**src/rtl/adc_resp_pkg.sv**
```systemverilog
package adc_resp_pkg;

    localparam int FRAME_BITS = 16;
    localparam int TAG_BITS   = 4;
    localparam int FIELD_BITS = 12;
    localparam int MAX_CH     = 1 << TAG_BITS;
    localparam int CNT_W      = $clog2(FRAME_BITS + 2);

    typedef struct packed {
        logic                manual;
        logic                wr_en;
        logic [TAG_BITS-1:0] chan;
        logic                dbl_range;
    } cmd_t;

    typedef struct packed {
        logic [TAG_BITS-1:0] chan;
        logic                dbl_range;
    } settings_t;

    typedef struct packed {
        logic [TAG_BITS-1:0]   tag;
        logic [FIELD_BITS-1:0] data;
    } word_t;

    // Field positions are fixed by the command format the controller sends.
    function automatic cmd_t decode_cmd(input logic [FRAME_BITS-1:0] w);
        cmd_t c;
        c.manual    = w[12];
        c.wr_en     = w[11];
        c.chan      = w[10:7];
        c.dbl_range = w[6];
        return c;
    endfunction

    function automatic logic cmd_accepted(input cmd_t c);
        return c.manual & c.wr_en;
    endfunction

endpackage

```
**src/rtl/spi_pin_sync.sv**
```systemverilog
module spi_pin_sync #(
    parameter int SYNC_STAGES = 2
) (
    input  logic clk,
    input  logic rst,
    input  logic sclk,
    input  logic cs_n,
    input  logic mosi,
    output logic sclk_rise,
    output logic sclk_fall,
    output logic cs_fall,
    output logic cs_rise,
    output logic cs_active,
    output logic mosi_s
);
    localparam int LAST = SYNC_STAGES - 1;

    logic [SYNC_STAGES:0]   sclk_q;
    logic [SYNC_STAGES:0]   cs_q;
    logic [SYNC_STAGES-1:0] mosi_q;

    always_ff @(posedge clk) begin
        if (rst) begin
            sclk_q <= '0;
            cs_q   <= '1;
            mosi_q <= '0;
        end else begin
            sclk_q <= {sclk_q[SYNC_STAGES-1:0], sclk};
            cs_q   <= {cs_q[SYNC_STAGES-1:0], cs_n};
            mosi_q <= {mosi_q[SYNC_STAGES-2:0], mosi};
        end
    end

    // MOSI passes through the same depth as SCLK, so the data bit lines up with the detected edge.
    assign sclk_rise = sclk_q[LAST] & ~sclk_q[SYNC_STAGES];
    assign sclk_fall = ~sclk_q[LAST] & sclk_q[SYNC_STAGES];
    assign cs_fall   = ~cs_q[LAST] & cs_q[SYNC_STAGES];
    assign cs_rise   = cs_q[LAST] & ~cs_q[SYNC_STAGES];
    assign cs_active = ~cs_q[LAST];
    assign mosi_s    = mosi_q[LAST];

endmodule

```
**src/rtl/frame_rx.sv**
```systemverilog
module frame_rx
    import adc_resp_pkg::*;
(
    input  logic                  clk,
    input  logic                  rst,
    input  logic                  sclk_rise,
    input  logic                  cs_fall,
    input  logic                  cs_rise,
    input  logic                  cs_active,
    input  logic                  mosi_s,
    output logic                  frame_done,
    output logic [FRAME_BITS-1:0] cmd_word
);
    localparam logic [CNT_W-1:0] FULL = CNT_W'(FRAME_BITS);
    localparam logic [CNT_W-1:0] OVER = CNT_W'(FRAME_BITS + 1);

    logic [CNT_W-1:0]      cnt_q;
    logic [FRAME_BITS-1:0] shift_q;

    always_ff @(posedge clk) begin
        if (rst) begin
            cnt_q   <= '0;
            shift_q <= '0;
        end else if (cs_fall) begin
            cnt_q <= '0;
        end else if (cs_active && sclk_rise) begin
            shift_q <= {shift_q[FRAME_BITS-2:0], mosi_s};
            if (cnt_q != OVER) cnt_q <= cnt_q + 1'b1;
        end
    end

    // Short frames and overlong frames both miss this count, so they are dropped.
    assign frame_done = cs_rise && (cnt_q == FULL);
    assign cmd_word   = shift_q;

    AST_CNT_BOUND: assert property (@(posedge clk) disable iff (rst)
        cnt_q <= OVER);
    AST_CNT_CLEAR: assert property (@(posedge clk) disable iff (rst)
        cs_fall |=> cnt_q == '0);

endmodule

```
**src/rtl/result_pipe.sv**
```systemverilog
module result_pipe
    import adc_resp_pkg::*;
#(
    parameter int NUM_CH   = 16,
    parameter int RES_BITS = 12
) (
    input  logic                       clk,
    input  logic                       rst,
    input  logic                       frame_done,
    input  logic [FRAME_BITS-1:0]      cmd_word,
    input  logic [NUM_CH*RES_BITS-1:0] samples,
    output word_t                      out_word,
    output logic                       range_double
);
    localparam int PAD = FIELD_BITS - RES_BITS;

    cmd_t      cmd;
    logic      take;
    settings_t set_q;
    logic [TAG_BITS-1:0] pick_ch;
    logic [RES_BITS-1:0] chan_val [MAX_CH];
    word_t     fresh, conv_q, out_q;

    assign cmd     = decode_cmd(cmd_word);
    assign take    = frame_done && cmd_accepted(cmd);
    assign pick_ch = take ? cmd.chan : set_q.chan;

    // Tags without a channel behind them read as zero.
    for (genvar g = 0; g < MAX_CH; g++) begin : g_chan
        if (g < NUM_CH) begin : g_live
            assign chan_val[g] = samples[g*RES_BITS +: RES_BITS];
        end else begin : g_none
            assign chan_val[g] = '0;
        end
    end

    always_comb begin
        fresh.tag  = pick_ch;
        fresh.data = FIELD_BITS'(chan_val[pick_ch]) << PAD;
    end

    always_ff @(posedge clk) begin
        if (rst) begin
            set_q  <= '0;
            conv_q <= '0;
            out_q  <= '0;
        end else if (frame_done) begin
            conv_q <= fresh;
            out_q  <= conv_q;
            if (take) set_q <= '{chan: cmd.chan, dbl_range: cmd.dbl_range};
        end
    end

    assign out_word     = out_q;
    assign range_double = set_q.dbl_range;

    AST_PIPE_ADVANCE: assert property (@(posedge clk) disable iff (rst)
        frame_done |=> out_q == $past(conv_q));
    AST_HOLD_IDLE: assert property (@(posedge clk) disable iff (rst)
        !frame_done |=> $stable(conv_q) && $stable(out_q) && $stable(set_q));
    AST_CMD_GATED: assert property (@(posedge clk) disable iff (rst)
        (frame_done && !(cmd.manual && cmd.wr_en)) |=> $stable(set_q));
    AST_TAG_FOLLOWS_SEL: assert property (@(posedge clk) disable iff (rst)
        frame_done |=> conv_q.tag == set_q.chan);

    if (PAD > 0) begin : g_pad_chk
        AST_PAD_ZERO: assert property (@(posedge clk) disable iff (rst)
            conv_q.data[PAD-1:0] == '0);
    end

endmodule

```
**src/rtl/adc_spi_responder.sv**
```systemverilog
module adc_spi_responder
    import adc_resp_pkg::*;
#(
    parameter int NUM_CH      = 16,
    parameter int RES_BITS    = 12,
    parameter int SYNC_STAGES = 2
) (
    input  logic                       clk,
    input  logic                       rst,
    input  logic                       sclk,
    input  logic                       cs_n,
    input  logic                       mosi,
    input  logic [NUM_CH*RES_BITS-1:0] samples,
    output logic                       miso,
    output logic                       range_double
);
    logic sclk_rise, sclk_fall, cs_fall, cs_rise, cs_active, mosi_s;
    logic frame_done;
    logic [FRAME_BITS-1:0] cmd_word;
    word_t out_word;
    logic [FRAME_BITS-1:0] tx_q;

    spi_pin_sync #(.SYNC_STAGES(SYNC_STAGES)) u_sync (
        .clk(clk), .rst(rst), .sclk(sclk), .cs_n(cs_n), .mosi(mosi),
        .sclk_rise(sclk_rise), .sclk_fall(sclk_fall), .cs_fall(cs_fall),
        .cs_rise(cs_rise), .cs_active(cs_active), .mosi_s(mosi_s)
    );

    frame_rx u_rx (
        .clk(clk), .rst(rst), .sclk_rise(sclk_rise), .cs_fall(cs_fall),
        .cs_rise(cs_rise), .cs_active(cs_active), .mosi_s(mosi_s),
        .frame_done(frame_done), .cmd_word(cmd_word)
    );

    result_pipe #(.NUM_CH(NUM_CH), .RES_BITS(RES_BITS)) u_pipe (
        .clk(clk), .rst(rst), .frame_done(frame_done), .cmd_word(cmd_word),
        .samples(samples), .out_word(out_word), .range_double(range_double)
    );

    // The word for this frame is loaded when select falls and shifts out MSB first on falling SCLK.
    always_ff @(posedge clk) begin
        if (rst) begin
            tx_q <= '0;
        end else if (cs_fall) begin
            tx_q <= out_word;
        end else if (cs_active && sclk_fall) begin
            tx_q <= {tx_q[FRAME_BITS-2:0], 1'b0};
        end
    end

    assign miso = cs_active ? tx_q[FRAME_BITS-1] : 1'b0;

    AST_MISO_STEADY: assert property (@(posedge clk) disable iff (rst)
        (!sclk_fall && !cs_fall) |=> $stable(tx_q));
    AST_MISO_QUIET: assert property (@(posedge clk) disable iff (rst)
        !cs_active |-> !miso);

endmodule

```
**config.mk**
```make
export PLATFORM = sky130hd
export DESIGN_NAME = adc_spi_responder
export DESIGN_NICKNAME = d
export VERILOG_FILES = /design/src/rtl/adc_resp_pkg.sv /design/src/rtl/spi_pin_sync.sv /design/src/rtl/frame_rx.sv /design/src/rtl/result_pipe.sv /design/src/rtl/adc_spi_responder.sv
export SDC_FILE = /design/constraint.sdc
export NUM_CORES = 1
export LEC_CHECK = 0
export ABC_AREA = 1
export BUFFER_PORTS_ARGS = -buffer_cell sky130_fd_sc_hd__buf_2
export CAP_MARGIN = 20
export CORE_MARGIN = 4
export CORE_UTILIZATION = 55
export CTS_CLUSTER_DIAMETER = 80
export CTS_CLUSTER_SIZE = 20
export DETAILED_ROUTE_END_ITERATION = 6
export GPL_TIMING_DRIVEN = 0
export PLACE_DENSITY = 0.93
export SLEW_MARGIN = 30
export SYNTH_ARGS = -nofsm -noshare
export SYNTH_HDL_FRONTEND = slang
export SYNTH_SLANG_ARGS = --single-unit
```
**constraint.sdc**
```tcl
create_clock -name clk -period 2.7 [get_ports clk]
set_input_delay 0.135 -clock clk [delete_from_list [all_inputs] [get_ports clk]]
set_output_delay 0.135 -clock clk [all_outputs]
set_load 0.005 [all_outputs]
```
==> results of run 1 <==
[power by group]
part | switching (µW) | internal, µW
combinational | 170 | 182
clock | 421 | 664
sequential | 9.37 | 1180
total | 601 | 2030
[synthesized netlist by cell type, drive strengths merged (5+ instances only)]
library cell | number | area [µm²]
a311oi | 14 | 123
o211ai | 8 | 70.1
nor2 | 104 | 403
clkbuf | 32 | 120
buf | 29 | 163
nand3 | 215 | 1100
dfxtp | 79 | 1580
o21ai | 46 | 253
inv | 205 | 769
or2 | 5 | 31.3
nand2 | 215 | 810
a21oi | 14 | 70.1
[logic make-up after synthesis]
group | share of synthesized area (%)
compound gates | 9.45
buf+inv | 18.8
flops | 28.3
simple gates | 42.7
fa+ha+maj | 0.672
[per-layer routing]
layer  wire length [µm]  vias up
met4                521        0
met1               7170     3015
met3               1750       46
met5                  0        -
met2               8560      314
li1                   -     3453
[cell type report]
class                           count  area share, %
Inverter                          205           10.9
Multi-Input combinational cell    633           42.0
Tap cell                          133           2.37
Clock buffer                       11           2.15
Buffer                             61           4.02
Sequential cell                    79           22.5
Clock inverter                      5           1.48
Timing Repair Buffer              201           14.5
[flip-flops by register name, indices dropped and copies added, names as in the netlist, 3 cells and up]
name             cells
u_pipe.set_q         4
u_sync.sclk_q        3
u_pipe.conv_q       16
u_pipe.out_word     16
u_rx.cmd_word       13
u_rx.cnt_q           5
u_sync.cs_q          3
tx_q                16
[per-stage QoR]
| stage | hold WS (ns) | total power [µW] | std cells | util, % | instance area [µm²] |
|---|---|---|---|---|---|
| 2_1_floorplan | 0.239 | 1380 | 978 | - | 5590 |
| 3_3_place_gp | 0.336 | 1560 | 1309 | 68.7 | 6750 |
| 3_5_place_dp | 0.342 | 1560 | 1309 | 68.7 | 6750 |
| 4_1_cts | 0.240 | 2640 | 1328 | 71.6 | 7030 |
| 5_1_grt | 0.274 | 2750 | 1328 | 71.6 | 7030 |
| 6_report | 0.245 | 2630 | 1328 | 71.6 | 7030 |
[placed cells by master (no fill, tap or decap), types with 5 or more instances in the layout]
cell type and n:
inv_1 199, o211ai_1 6, o21ai_0 38, o21ai_2 6
a21oi_1 14, buf_1 5, inv_2 6, buf_2 217
a311oi_1 14, clkbuf_1 32, dfxtp_1 79, nor2_1 101
clkbuf_8 11, nand3_1 212, nand2_1 214
[worst max-delay path: cells and delay by family (launching register included)]
family                   cells  cell delay [ns]
adder cells (fa/ha/maj)      1             0.22
buffers and inverters        4             0.50
AND/OR/NAND/NOR             10             1.24
flip-flops                   1             0.42
[repair_timing]
action | in CTS | in global routing
endpoints found under the hold margin | 3 | 0
resized for setup | 0 | 0
hold buffers | 3 | 0
[how the worst max path moves through the flow]
stage	to	slack, ns	depth (start not counted)
floorplan	u_pipe.conv_q[7]$_SDFFE_PP0P_	0.84	15
global placement	u_pipe.conv_q[1]$_SDFFE_PP0P_	0.35	15
detailed placement	u_pipe.conv_q[1]$_SDFFE_PP0P_	0.29	15
CTS	u_pipe.conv_q[1]$_SDFFE_PP0P_	0.26	15
global route	u_pipe.conv_q[1]$_SDFFE_PP0P_	0.01	15
finish	u_pipe.conv_q[1]$_SDFFE_PP0P_	0.21	15
==> results.json, run 1 <==
{
  "status": "complete, no violations",
  "core_region_area_um2": 9820,
  "ys_warn_count": 0,
  "vias": 6828,
  "grt_use_met1_pct": 37.1,
  "synth-edff-count": 0,
  "clockBufferDepth": 2,
  "dp_slack_ns": 0.286,
  "worst_path_most_repeated_cell": "nand2_1",
  "fmax_ghz": 0.402,
  "cts_sinks": 79,
  "diodes": 0,
  "fp.dieH_um": 109,
  "required_ns": 2.95,
  "worstMarginPinSlew_ns": 0.589,
  "synth_flop_cell": "dfxtp_1",
  "grt_use_met2_pct": 52.4,
  "power_density_nw_per_um2": 374,
  "wirelength_um": 18000,
  "grt_busiest_layer": "met2",
  "ff_latch_area_um2": 1580,
  "slowest_stage": "dfxtp_1",
  "use_met3_pct": 8.64,
  "syn-num-nets": 1178,
  "worstSkewPairLatency_ns": 0.35,
  "rr_endpoint": "u_pipe.conv_q[1]$_SDFFE_PP0P_",
  "grt_pass1_wl_um": 29100,
  "hold_class": "primary input to flip-flop",
  "holdPathStages": 5,
  "regToRegStartpoint": "u_rx.cnt_q[0]$_SDFFE_PP0P_",
  "first_global_vias": 6468,
  "synth.cell_area_um2": 5590,
  "cts_tree": "yes",
  "finalCritPeriodShare_pct": 92.2,
  "port_buffers": 198,
  "finalClockSkew_ns": 0.00629,
  "critPathKind": "flip-flop to flip-flop",
  "place_hpwl_um": 14200,
  "cts_setup_buffers": 0,
  "ys_types": 32,
  "routabilityCongestion": 0.985,
  "endpoint_kind": "flip-flop",
  "drt_iter0_markers": 629,
  "syn_inst": 978,
  "dieWidth_um": 109,
  "synthToLayoutAreaGrowth_pct": 25.8,
  "drive_above_1_share_pct": 21.9,
  "nFillCells": 873,
  "reg2reg_slack_ns": 0.21,
  "maxCapViolations": 0,
  "die-area_um2": 11800,
  "numCtsBuffers": 9,
  "fin_tns_setup_ns": 0,
  "first_pass_iters": 5,
  "max_stage_delay_ns": 0.42,
  "final_antenna_net_count": 0,
  "clk_pin_slew_ns": 0.08,
  "cp_data_arrival_time_ns": 2.74,
  "layout_min_cycle_time_ns": 2.49,
  "rr_worst_depth": 15,
  "wl_per_cell_um": 13.6,
  "io_pins": 199,
  "drcViolationCount": 0,
  "startpoint_type": "flip-flop",
  "avgSynthCellArea_um2": 5.71,
  "worst_slack_ns": 0.210,
  "synthArstFlopShare_pct": 0,
  "drv_slew": 0,
  "min_from": "samples[34]",
  "antenna_found_initial": 0,
  "num_rows": 36,
  "rsz0062_at_grt": "no",
  "track_usage_pct": 30.7,
  "cp_max_fo": 10,
  "clockRootBuffer": "clkbuf_8",
  "multiInputGateArea_um2": 2950,
  "ir_worst_vdd_uv": 301,
  "grt_max_degree": 14,
  "crit_chain": "inv_1, ha_1, nand2_1, inv_2, nand3_2, nand2_1, nand2_1, buf_2, nand2_1, nand3_1, nand3_1, nand3_1, nand3_1, nand2_1, inv_1",
  "min_to": "u_pipe.conv_q[10]$_SDFFE_PP0P_",
  "crit_path_start": "u_rx.cnt_q[0]$_SDFFE_PP0P_",
  "vias_per_cell": 5.14,
  "leakage_uw": 0.00397,
  "grt_overflow": 0,
  "fin_nets": 1390,
  "hold_viol_final": 0,
  "setup_viol": 0,
  "ys_seq_elements": 79,
  "slew-limit-headroom_pct": 60.6,
  "initial_utilization_pct": 56.9,
  "yosysSeqAreaShare_pct": 28.3,
  "cts_max_level": 3
}
(Power assumes the default switching activity.)
==> inputs of run 2 (changes only) <==
- GPL_TIMING_DRIVEN: 0 -> unset
- SKIP_CTS_REPAIR_TIMING: unset -> 1
==> run 2 against run 1 <==
  * Sequential power about the same
  * Design area down 2.3%
  * Flip-flop and latch count unchanged
  * Critical path type unchanged
  * Critical endpoint is now u_pipe.conv_q[4]$_SDFFE_PP0P_
  * Largest power group unchanged
  * Highest routed layer unchanged
==> results.json, run 2 (synthesized netlist as in run 1, its figures left out) <==
{
  "finalClockSkew_ns": 0.00859,
  "clockBufferDepth": 2,
  "required_ns": 3.01,
  "setup_viol": 0,
  "io_pins": 199,
  "vias": 6682,
  "cts_max_level": 3,
  "final_antenna_net_count": 0,
  "drcViolationCount": 0,
  "grt_overflow": 0,
  "post-route-util_pct": 70.0,
  "startpoint_type": "flip-flop",
  "hold_viol_final": 0,
  "finalCritPeriodShare_pct": 90.7,
  "layout_min_cycle_time_ns": 2.45,
  "vias_per_cell": 5.20,
  "fin_tns_setup_ns": 0,
  "drive_above_1_share_pct": 22.2,
  "clk_pin_slew_ns": 0.08,
  "fin_nets": 1347,
  "top_layer": "met4",
  "met2_length_um": 8120,
  "clockRootBuffer": "clkbuf_8",
  "ff_latch_area_um2": 1580,
  "drv_slew": 0,
  "dieWidth_um": 109,
  "grt_pass1_wl_um": 27900,
  "leakage_uw": 0.00387,
  "grt_max_degree": 70,
  "final_common_cell": "nand2_1",
  "endpoint_kind": "flip-flop",
  "worstSkewPairLatency_ns": 0.36,
  "cp_data_arrival_time_ns": 2.76,
  "first_pass_iters": 5,
  "fp.dieH_um": 109,
  "initial_utilization_pct": 56.9,
  "wirelength_met1_um": 7080,
  "status": "complete, no violations",
  "multiInputGateArea_um2": 2970,
  "fmax_ghz": 0.408,
  "critPathKind": "flip-flop to flip-flop",
  "rsz0062_at_grt": "no",
  "synthToLayoutAreaGrowth_pct": 23.0,
  "antenna_found_initial": 0,
  "die-area_um2": 11800,
  "routabilityCongestion": 0.930,
  "wl_met3_um": 1440,
  "cp_max_fo": 21,
  "port_buffers": 198,
  "wirelength_um": 17200,
  "numCtsBuffers": 9,
  "worstMarginPinSlew_ns": 0.849,
  "hold_class": "primary input to flip-flop",
  "slew-limit-headroom_pct": 43.0,
  "track_usage_pct": 29.3,
  "num_rows": 36,
  "power_density_nw_per_um2": 338,
  "first_global_vias": 6093,
  "drt_iter0_markers": 662,
  "ir_worst_vdd_uv": 199,
  "wl_per_cell_um": 13.4,
  "cts_sinks": 79,
  "place_hpwl_um": 13200,
  "cts_tree": "yes",
  "maxCapViolations": 0,
  "nFillCells": 894,
  "layout_common_cells": "nand2_1 (213), nand3_1 (212), inv_1 (198), buf_2 (198), nor2_1 (101)",
  "diodes": 0,
  "core_region_area_um2": 9820
}
-- run 2: metrics by stage --
stage	instances	setup slack, ns	hold WS [ns]	total power, µW	area, µm²
global route	1285	0.0701	0.285	2430	6870
CTS	1282	0.307	-0.0497	2330	6840
global placement	1266	0.384	0.324	1560	6670
detailed placement	1266	0.335	0.333	1560	6670
finish	1285	0.251	0.247	2320	6870
floorplan	978	0.843	0.239	1380	5590
-- run 2: path summary, 6_finish.rpt --
check                                                  from                             end  slack [ns]  cells past startpoint
worst max-delay path             u_rx.cnt_q[0]$_SDFFE_PP0P_   u_pipe.conv_q[4]$_SDFFE_PP0P_        0.25                     14
worst min-delay path                            samples[46]  u_pipe.conv_q[10]$_SDFFE_PP0P_        0.25                      5
worst max register to register   u_rx.cnt_q[0]$_SDFFE_PP0P_   u_pipe.conv_q[4]$_SDFFE_PP0P_        0.25                     14
worst min register to register  u_sync.sclk_q[0]$_SDFF_PP0_     u_sync.sclk_q[1]$_SDFF_PP0_        0.41                      2
-- run 2: worst max-delay path, stage by stage (launching register included) --
cell     delay [ns]
dfxtp_1        0.41
inv_1          0.08
ha_1           0.21
nand2_1        0.08
inv_2          0.06
nand3_4        0.18
nor2_4         0.09
o21ai_4        0.49
buf_4          0.31
nand3_1        0.14
nand3_1        0.11
nand3_1        0.08
nand3_1        0.07
nand2_1        0.05
inv_1          0.04
-- run 2: cell type report --
class / count / area share (%)
repair buffers: 219 / 17.6
multi-input cells: 633 / 43.3
clock buffers: 10 / 1.86
clock inverters: 6 / 0.692
well taps: 133 / 2.42
inverters: 205 / 11.2
flip-flops and latches: 79 / 23.0
-- run 2: power breakdown --
part / internal (µW) / switching, µW / total [µW] / leakage [µW]
clock: 336 / 449 / 785 / 0.0000747
combinational: 180 / 167 / 348 / 0.00315
sequential: 1180 / 9.59 / 1190 / 0.000639
total: 1700 / 626 / 2320 / 0.00387
-- run 2: per-layer routing --
metal,vias up,GRT usage [%]
li1,3368,-
met1,2964,37.5
met2,300,49.9
met5,-,0
met4,0,10.1
met3,50,5.27
==> inputs of run 3 (changes only) <==
- GPL_TIMING_DRIVEN: unset -> 0
- clock period: 2.7 -> 2.98 ns (I/O delays scaled with it)
==> run 3 against run 2 <==
  * The run now ends with DRC, hold timing left
  * Global-route usage increased by 1.2 points
  * Largest power group unchanged
  * Highest routed layer unchanged
  * Clock skew decreased by 0.0025 ns
  * Routed wire length increased by 4.3%
  * Critical endpoint unchanged
==> results.json, run 3 (synthesized netlist as in run 1, its figures left out) <==
{
  "status": "complete, but fails checks",
  "violations": "DRC, hold timing",
  "layout_min_cycle_time_ns": 2.48,
  "dp_slack_ns": 0.566,
  "diodes": 0,
  "hold_viol_final": 1,
  "maxCapViolations": 0,
  "endpoint_kind": "flip-flop",
  "fin_tns_setup_ns": 0,
  "die-area_um2": 11800,
  "worst_path_most_repeated_cell": "nand2_1",
  "cp_max_fo": 10,
  "place_hpwl_um": 14200,
  "critPathKind": "flip-flop to flip-flop",
  "hold_class": "primary input to flip-flop",
  "vias": 6844,
  "final_common_cell": "buf_2",
  "finalClockSkew_ns": 0.00612,
  "crit_chain": "inv_1, ha_1, nand2_1, inv_2, nand3_2, nand2_1, nand2_1, buf_2, nand2_1, nand3_1, nand3_1, nand3_1, nand3_1, nand2_1, inv_1",
  "antenna_found_initial": 0,
  "drv_slew": 0,
  "clk_pin_slew_ns": 0.08,
  "drt_iter0_markers": 536,
  "layout_common_cells": "buf_2 (217), nand2_1 (214), nand3_1 (212)",
  "drcViolationCount": 4,
  "multiInputGateArea_um2": 2950,
  "port_buffers": 198,
  "max_stage_delay_ns": 0.42,
  "io_pins": 199,
  "first_global_vias": 6452,
  "cts_sinks": 79,
  "fmax_ghz": 0.404,
  "num_rows": 36,
  "core_region_area_um2": 9820,
  "track_usage_pct": 30.6,
  "worst_slack_ns": 0.502,
  "synthToLayoutAreaGrowth_pct": 25.6,
  "slowest_stage": "dfxtp_1",
  "cts_max_level": 3,
  "wirelength_um": 17900,
  "startpoint_type": "flip-flop",
  "required_ns": 3.24,
  "leakage_uw": 0.00397,
  "cp_num_buf_inv": 4,
  "initial_utilization_pct": 56.9,
  "worstMarginPinSlew_ns": 0.588,
  "place_area_um2": 6750,
  "grt_max_degree": 14,
  "routabilityCongestion": 0.985,
  "nFillCells": 874,
  "final_cell_area_um2": 7020,
  "ir_worst_vdd_uv": 274,
  "fin_nets": 1389,
  "numCtsBuffers": 9,
  "worstSkewPairLatency_ns": 0.35,
  "finalCritPeriodShare_pct": 83.1,
  "fp.dieH_um": 109,
  "power_density_nw_per_um2": 339,
  "dieWidth_um": 109,
  "grt_overflow": 0,
  "slew-limit-headroom_pct": 60.7,
  "grt_pass1_wl_um": 29000,
  "whs_ns": -0.00753,
  "ff_latch_area_um2": 1580,
  "cpLargestDelayFamily": "simple AND/OR/NAND/NOR gates",
  "rsz0062_at_grt": "no",
  "cts_tree": "yes",
  "setup_viol": 0,
  "cp_data_arrival_time_ns": 2.73,
  "clockBufferDepth": 2,
  "vias_per_cell": 5.16,
  "clockRootBuffer": "clkbuf_8",
  "drive_above_1_share_pct": 21.9,
  "first_pass_iters": 7,
  "final_antenna_net_count": 0,
  "wl_per_cell_um": 13.5
}
run 3: final timing paths:
| path | start | end | slack [ns] | depth (start not counted) |
|---|---|---|---|---|
| setup reg to reg | u_rx.cnt_q[0]$_SDFFE_PP0P_ | u_pipe.conv_q[4]$_SDFFE_PP0P_ | 0.50 | 15 |
| setup / recovery | u_rx.cnt_q[0]$_SDFFE_PP0P_ | u_pipe.conv_q[4]$_SDFFE_PP0P_ | 0.50 | 15 |
| hold / removal | mosi | u_sync.mosi_q[0]$_SDFF_PP0_ | -0.008 | 3 |
| hold reg to reg | u_sync.mosi_q[0]$_SDFF_PP0_ | u_sync.mosi_q[1]$_SDFF_PP0_ | 0.41 | 2 |
run 3: area by class of cell:
class	instances	area share [%]
clock buffer	11	2.16
multi-input combinational	633	42.1
sequential	79	22.5
clock inverter	5	1.48
tap	133	2.37
inverter	205	11.0
timing repair buffer	200	14.4
buffer	61	4.03
run 3: routing by layer:
metal,GRT usage (%),wire length [µm],vias to the layer above
met1,37.1,7190,3004
li1,-,-,3453
met4,10.1,510,0
met5,0,0,-
met2,52.2,8500,338
met3,8.64,1740,49
run 3: tightest hold or removal path, cell delays in order:
cell	delay [ns]
buf_2	0.07
inv_1	0.03
nor2_1	0.06
run 3: per-stage QoR:
stage	util, %	power, µW	std cells
after detailed placement	68.7	1420	1309
after CTS	71.3	2390	1325
after global placement	68.7	1410	1309
after floorplan	-	1250	978
final	71.5	2380	1327
after global routing	71.5	2490	1327
run 3: power breakdown:
part,internal (µW),switching [µW]
combinational,164,154
clock,602,381
sequential,1070,8.47
total,1840,544
